===== config.mk =====
export PLATFORM = sky130hd
export DESIGN_NAME = hostq_drain
export DESIGN_NICKNAME = d
export VERILOG_FILES = /design/src/rtl/hostq_pkg.sv /design/src/rtl/hostq_datapath.sv /design/src/rtl/hostq_ctrl.sv /design/src/rtl/hostq_drain.sv
export SDC_FILE = /design/constraint.sdc
export NUM_CORES = 1
export LEC_CHECK = 0
export BUFFER_PORTS_ARGS = -buffer_cell sky130_fd_sc_hd__buf_2
export CAP_MARGIN = 20
export CORE_UTILIZATION = 49
export CTS_CLUSTER_SIZE = 12
export DETAILED_ROUTE_END_ITERATION = 8
export PLACE_DENSITY = 0.86
export REMOVE_ABC_BUFFERS = 1
export SLEW_MARGIN = 20
export SYNTH_ARGS = -nofsm -noshare
export SYNTH_HDL_FRONTEND = slang
export SYNTH_SLANG_ARGS = --single-unit
export TNS_END_PERCENT = 10

===== constraint.sdc =====
create_clock -name clk -period 6.1 [get_ports clk]
set_clock_uncertainty 0.1 [all_clocks]
set_input_delay 0 -clock clk [delete_from_list [all_inputs] [get_ports clk]]
set_output_delay 0 -clock clk [all_outputs]
set_load 0.01 [all_outputs]

===== src/rtl/hostq_pkg.sv =====
package hostq_pkg;

  typedef enum logic [1:0] {
    ST_IDLE,
    ST_FETCH,
    ST_CLEAR,
    ST_REPORT
  } drainState_t;

  // strobes from control to datapath
  typedef struct packed {
    logic takePend;   // consume one pending fetch attempt
    logic emitOut;    // capture payload and pulse the output
    logic advance;    // step read index and writeback counter
    logic setUnder;   // enter underflow state
    logic clrUnder;   // leave underflow state
    logic selUd;      // address/data select the status word
  } ctlStrobes_t;

endpackage


===== src/rtl/hostq_datapath.sv =====
module hostq_datapath
  import hostq_pkg::*;
#(
  parameter int IDX_W   = 4,
  parameter int ENTRY_W = 32,
  parameter int ADDR_W  = 16,
  parameter int INT_W   = 4
) (
  input  logic               clk,
  input  logic               rst_n,
  input  ctlStrobes_t        stb,
  input  logic               snoopHit,
  input  logic [IDX_W:0]     cfgQueueSize,
  input  logic [INT_W-1:0]   cfgInterval,
  input  logic [ADDR_W-1:0]  cfgBase,
  input  logic [ADDR_W-1:0]  cfgUdAddr,
  input  logic [ENTRY_W-1:0] memRdata,
  output logic               entryValid,
  output logic               updDue,
  output logic               pendAny,
  output logic [ADDR_W-1:0]  memAddr,
  output logic [ENTRY_W-1:0] memWdata,
  output logic               outValid,
  output logic [ENTRY_W-2:0] outData,
  output logic               discardReq
);

  localparam int PEND_W  = IDX_W + 1;
  localparam int VLD_BIT = ENTRY_W - 1;
  localparam logic [PEND_W-1:0] PEND_MAX = {PEND_W{1'b1}};

  logic [IDX_W-1:0]  readIdx;
  logic [IDX_W-1:0]  readIdxNext;
  logic [INT_W-1:0]  updCnt;
  logic [INT_W:0]    updCntInc;
  logic [PEND_W-1:0] pendCnt;
  logic              underflow;

  // ownership flag of the word being returned
  assign entryValid = memRdata[VLD_BIT];

  // read index wraps at configured size
  always_comb begin
    if (({1'b0, readIdx} + 1'b1) == cfgQueueSize) readIdxNext = '0;
    else                                          readIdxNext = readIdx + 1'b1;
  end

  assign updCntInc = {1'b0, updCnt} + 1'b1;
  assign updDue    = (updCntInc >= {1'b0, cfgInterval});
  assign pendAny   = (pendCnt != '0);

  // address and write data mux
  always_comb begin
    if (stb.selUd) begin
      memAddr  = cfgUdAddr;
      memWdata = ENTRY_W'(readIdx);
    end else begin
      memAddr  = cfgBase + ADDR_W'(readIdx);
      memWdata = {1'b0, outData};
    end
  end

  // pending fetch attempts, saturating
  always_ff @(posedge clk or negedge rst_n) begin
    if (!rst_n) begin
      pendCnt <= '0;
    end else begin
      case ({snoopHit, stb.takePend})
        2'b10:   if (pendCnt != PEND_MAX) pendCnt <= pendCnt + 1'b1;
        2'b01:   pendCnt <= pendCnt - 1'b1;
        default: pendCnt <= pendCnt;
      endcase
    end
  end

  // read index and writeback interval counter
  always_ff @(posedge clk or negedge rst_n) begin
    if (!rst_n) begin
      readIdx <= '0;
      updCnt  <= '0;
    end else if (stb.advance) begin
      readIdx <= readIdxNext;
      updCnt  <= updDue ? '0 : updCntInc[INT_W-1:0];
    end
  end

  // payload capture and output strobe
  always_ff @(posedge clk or negedge rst_n) begin
    if (!rst_n) begin
      outValid <= 1'b0;
      outData  <= '0;
    end else begin
      outValid <= stb.emitOut;
      if (stb.emitOut) outData <= memRdata[ENTRY_W-2:0];
    end
  end

  // sticky underflow state
  always_ff @(posedge clk or negedge rst_n) begin
    if (!rst_n)            underflow <= 1'b0;
    else if (stb.setUnder) underflow <= 1'b1;
    else if (stb.clrUnder) underflow <= 1'b0;
  end

  assign discardReq = underflow;

endmodule


===== src/rtl/hostq_ctrl.sv =====
module hostq_ctrl
  import hostq_pkg::*;
(
  input  logic        clk,
  input  logic        rst_n,
  input  logic        cfgFreeBuf,
  input  logic        pendAny,
  input  logic        memAck,
  input  logic        entryValid,
  input  logic        updDue,
  output logic        memReq,
  output logic        memWe,
  output ctlStrobes_t stb
);

  drainState_t state;
  drainState_t stateNext;

  always_ff @(posedge clk or negedge rst_n) begin
    if (!rst_n) state <= ST_IDLE;
    else        state <= stateNext;
  end

  always_comb begin
    stateNext = state;
    stb       = '0;
    memReq    = 1'b0;
    memWe     = 1'b0;
    unique case (state)
      ST_IDLE: begin
        if (pendAny) begin
          stb.takePend = 1'b1;
          stateNext    = ST_FETCH;
        end
      end
      ST_FETCH: begin
        memReq = 1'b1;
        if (memAck) begin
          if (entryValid) begin
            stb.emitOut  = 1'b1;
            stb.clrUnder = 1'b1;
            stateNext    = ST_CLEAR;
          end else begin
            stb.setUnder = cfgFreeBuf;
            stateNext    = ST_IDLE;
          end
        end
      end
      ST_CLEAR: begin
        memReq = 1'b1;
        memWe  = 1'b1;
        if (memAck) begin
          stb.advance = 1'b1;
          stateNext   = updDue ? ST_REPORT : ST_IDLE;
        end
      end
      ST_REPORT: begin
        memReq    = 1'b1;
        memWe     = 1'b1;
        stb.selUd = 1'b1;
        if (memAck) stateNext = ST_IDLE;
      end
      default: stateNext = ST_IDLE;
    endcase
  end

endmodule


===== src/rtl/hostq_drain.sv =====
module hostq_drain
  import hostq_pkg::*;
#(
  parameter int IDX_W   = 4,
  parameter int ENTRY_W = 32,
  parameter int ADDR_W  = 16,
  parameter int INT_W   = 4
) (
  input  logic               clk,
  input  logic               rst_n,
  input  logic [IDX_W:0]     cfgQueueSize,
  input  logic [INT_W-1:0]   cfgInterval,
  input  logic               cfgFreeBuf,
  input  logic [ADDR_W-1:0]  cfgBase,
  input  logic [ADDR_W-1:0]  cfgUdAddr,
  input  logic               snoopHit,
  output logic               memReq,
  output logic               memWe,
  output logic [ADDR_W-1:0]  memAddr,
  output logic [ENTRY_W-1:0] memWdata,
  input  logic               memAck,
  input  logic [ENTRY_W-1:0] memRdata,
  output logic               outValid,
  output logic [ENTRY_W-2:0] outData,
  output logic               discardReq
);

  ctlStrobes_t stb;
  logic        entryValid;
  logic        updDue;
  logic        pendAny;

  hostq_ctrl u_ctrl (
    .clk        (clk),
    .rst_n      (rst_n),
    .cfgFreeBuf (cfgFreeBuf),
    .pendAny    (pendAny),
    .memAck     (memAck),
    .entryValid (entryValid),
    .updDue     (updDue),
    .memReq     (memReq),
    .memWe      (memWe),
    .stb        (stb)
  );

  hostq_datapath #(
    .IDX_W   (IDX_W),
    .ENTRY_W (ENTRY_W),
    .ADDR_W  (ADDR_W),
    .INT_W   (INT_W)
  ) u_dp (
    .clk          (clk),
    .rst_n        (rst_n),
    .stb          (stb),
    .snoopHit     (snoopHit),
    .cfgQueueSize (cfgQueueSize),
    .cfgInterval  (cfgInterval),
    .cfgBase      (cfgBase),
    .cfgUdAddr    (cfgUdAddr),
    .memRdata     (memRdata),
    .entryValid   (entryValid),
    .updDue       (updDue),
    .pendAny      (pendAny),
    .memAddr      (memAddr),
    .memWdata     (memWdata),
    .outValid     (outValid),
    .outData      (outData),
    .discardReq   (discardReq)
  );

endmodule


==> impl_metrics.toml <==
[outcome]
outcome = "finished, final reports clean"

[critical_path]
critical-path-top-delay-family = "adder cells"
cp-start-kind = "register"
r2r_cells = 9
path_buf_inv = 2
ff2ff_setup_slack_ps = 3460
setup.worst_path.start = "u_dp.readIdx[0]"
crit_chain = "ha_1 > inv_1 > fa_1 > nor2b_1 > o31a_1 > nand4_1 > xor2_1 > a21oi_1 > buf_2"
cp.depth = 9
critPathMaxStageDelay_ps = 520
end_kind = "output port"
crit_fanout = 8
worstPathRequired_ps = 6000
arrival_ps = 2580
path_class = "register to output port"
reg2reg_to = "u_dp.pendCnt[4]"
cp-endpoint = "memAddr[14]"
cpMaxStageDelayCell = "dfrtp_1"
r2r-start = "u_dp.pendCnt[1]"

[route]
drt_iter0_markers = 89
drc = 0
postRouteAntennaNets = 0
detail_route.first_pass.iterations = 4
num_vias = 3193
wirelength_um = 8680
wire_per_inst_um = 13.8
vias_per_cell = 5.08

[logic_synthesis]
ys_seq_area_share_pct = 39.5
netlist_area_mm2 = 0.00304
postSynthCellCount = 369
ys.flop_type = "dfrtp_1"
synth_top_family_by_area = "simple AND/OR/NAND/NOR gates"
synthDistinctLibCells = 47
ys_async_sr_fraction_pct = 100
ys_warn_count = 0
synth_mux_area_share_pct = 3.50
ys_seq_elements = 48
yosys.area_share.simple_pct = 28.9
yosys.area_share.adder_pct = 6.67
yosys.area_share.xor_xnor_pct = 6.91
synth_edf_count = 0
synth_compound_area_share_pct = 10.2
avgSynthCellArea_um2 = 8.24

[cts]
root_buffer = "clkbuf_8"
cts_setup_buffers = 0
cts_tree = "done"
cts_made_buffers = 5
htreeDepth = 2
cts.clk_slew.worst_paths_ps = 80
max-clock-path-buffers = 2
cts_sinks = 48
worstSkewPairLatency_ps = 290

[floorplan]
start_util_pct = 51.1
coreArea_mm2 = 0.00596
io_pins = 161
rows = 28
die_area_mm2 = 0.00652
die_h_um = 80.8
die_w_um = 80.8

[sta]
finalSetupViolCount = 0
rsz0062_at_grt = "false"
tightestPinTransition_ps = 1010
maxSlewViolCount = 0
final.min_clock_period_ps = 2680
relSlewSlack_pct = 32.7
fin_crit_sh_pct = 44.0
setup_tns_ps = 0
fmax_mhz = 373
hold_viol_final = 0

[final_layout]
final_common_cell = "buf_2"
n_antenna_cell = 0
drive_gt1_share_pct = 32.7
area_growth_pct = 41.4
stdcell_area_mm2 = 0.00430
fin_nets = 646
layout_common_cells = "158 x buf_2, 105 x nand2_1, 48 x dfrtp_1"

[power_and_ir_drop]
p_leak_nw = 2.35
pwr-share-comb_pct = 58.0
pwr-share-clk_pct = 9.4
seqPwrFrac_pct = 32.6
switching_share_pct = 44.4
ir_worst_vdd_mv = 0.245
p_int_mw = 1.05
powerDensity_mw_per_mm2 = 440
p_sw_mw = 0.840

[grt]
grt_util_all_layers_pct = 26.5
grt_overflow = 0
grt_pass1_vias = 3058
antenna_found_initial = 0
grt_pass1_wl_um = 13300
grt_max_degree = 63

[placement]
hpwl_um = 5990
portBuffers = 159
gp_congestion = 0.803
postPlaceCellArea_mm2 = 0.00386

[min_path]
hold_class = "input pin to register"

[flow_run]
maxCapViolations = 0
## layout make-up
class	instances	area, µm²
clock buffer	6	72.6
clock inverter	1	5.00
fill	470	1660
inverter	13	48.8
multi-input combinational	290	1720
sequential	48	1200
tap	75	93.8
timing repair buffer	195	1160
## flip-flops by register name, indices dropped and copies added, names as in the netlist
name             cells
u_ctrl.state         2
u_dp.discardReq      1
u_dp.outData        31
u_dp.outValid        1
u_dp.pendCnt         5
u_dp.readIdx         4
u_dp.updCnt          4
## tightest hold or removal path: cells and delay by family
family	cells	cell delay, ps
compound gates	1	80
xor+xnor	1	70
buf+inv	1	100
simple gates	1	110
## worst min path at each step
| stage | start | endpoint | slack (ps) | cells after the start |
|---|---|---|---|---|
| after floorplan | rst_n | u_ctrl.state[0] | -400 | 0 |
| after global placement | memRdata[12] | u_dp.outData[12] | 90 | 3 |
| after detailed placement | memRdata[23] | u_dp.outData[23] | 90 | 3 |
| after CTS | snoopHit | u_dp.pendCnt[0] | 1 | 4 |
| after global routing | snoopHit | u_dp.pendCnt[0] | 20 | 4 |
| final | snoopHit | u_dp.pendCnt[0] | 8 | 4 |
## per-stage QoR
| step | power, mW | setup slack (ps) | cells | hold WS, ps | util [%] |
|---|---|---|---|---|---|
| final | 1.89 | 3420 | 628 | 8.07 | 72.2 |
| after global routing | 2.05 | 3260 | 628 | 20.3 | 72.2 |
| after CTS | 1.89 | 3430 | 627 | 0.950 | 71.9 |
| after detailed placement | 1.69 | 3490 | 586 | 91.5 | 64.9 |
| after global placement | 1.63 | 3620 | 586 | 89.8 | 64.9 |
| after floorplan | 1.25 | 3690 | 351 | -396 | - |
## power by group through the flow
stage	Clock [mW]	Combinational, mW	Sequential (mW)
3_3_place_gp	0	1.03	0.605
6_report	0.177	1.10	0.617
5_1_grt	0.194	1.22	0.636
4_1_cts	0.183	1.09	0.613
2_1_floorplan	0	0.614	0.638
3_5_place_dp	0	1.07	0.615
## what timing repair did
action | in CTS | in global routing
hold buffers | 34 | 0
resized for setup | 0 | 0
hold endpoints to repair | 82 | 0
## synth_stat cells, drive strengths merged, types with 2 or more instances
cell | instances | area [µm²]
nor3 | 2 | 10.0
a211oi | 2 | 20.0
mux2 | 7 | 86.3
nand4 | 4 | 25.0
a31oi | 2 | 12.5
xor2 | 15 | 131
nor2b | 2 | 12.5
buf | 5 | 27.5
mux2i | 2 | 20.0
clkbuf | 13 | 48.8
nand3 | 9 | 45.0
o211ai | 2 | 15.0
fa | 2 | 40.0
ha | 13 | 163
a21o | 4 | 30.0
nand2b | 5 | 31.3
dfrtp | 48 | 1200
and3 | 4 | 25.0
o2bb2ai | 2 | 17.5
o21ai | 12 | 63.8
xnor2 | 9 | 78.8
a21oi | 21 | 105
nand2 | 107 | 409
or3 | 2 | 17.5
nor2 | 22 | 85.1
and2 | 28 | 175
inv | 13 | 48.8
## kinds of logic (layout without fill, tap and decap cells)
group	after synthesis	in the layout
muxes	9	9
and+or+nand+nor	190	190
adders and majority gates	15	15
DFF	48	48
other	1	1
xor gates and xnor gates	24	24
buffers and inverters	31	215
AOI/OAI and AO/OA	51	51
## layer usage
metal | wire, µm | track usage [%] | vias up
met5 | 0 | 0 | -
met4 | 123 | 8.21 | 0
met3 | 503 | 3.60 | 15
met2 | 4730 | 54.5 | 120
met1 | 3330 | 27.0 | 1493
li1 | - | - | 1565
Note: power is estimated with default switching activity, not from simulation.
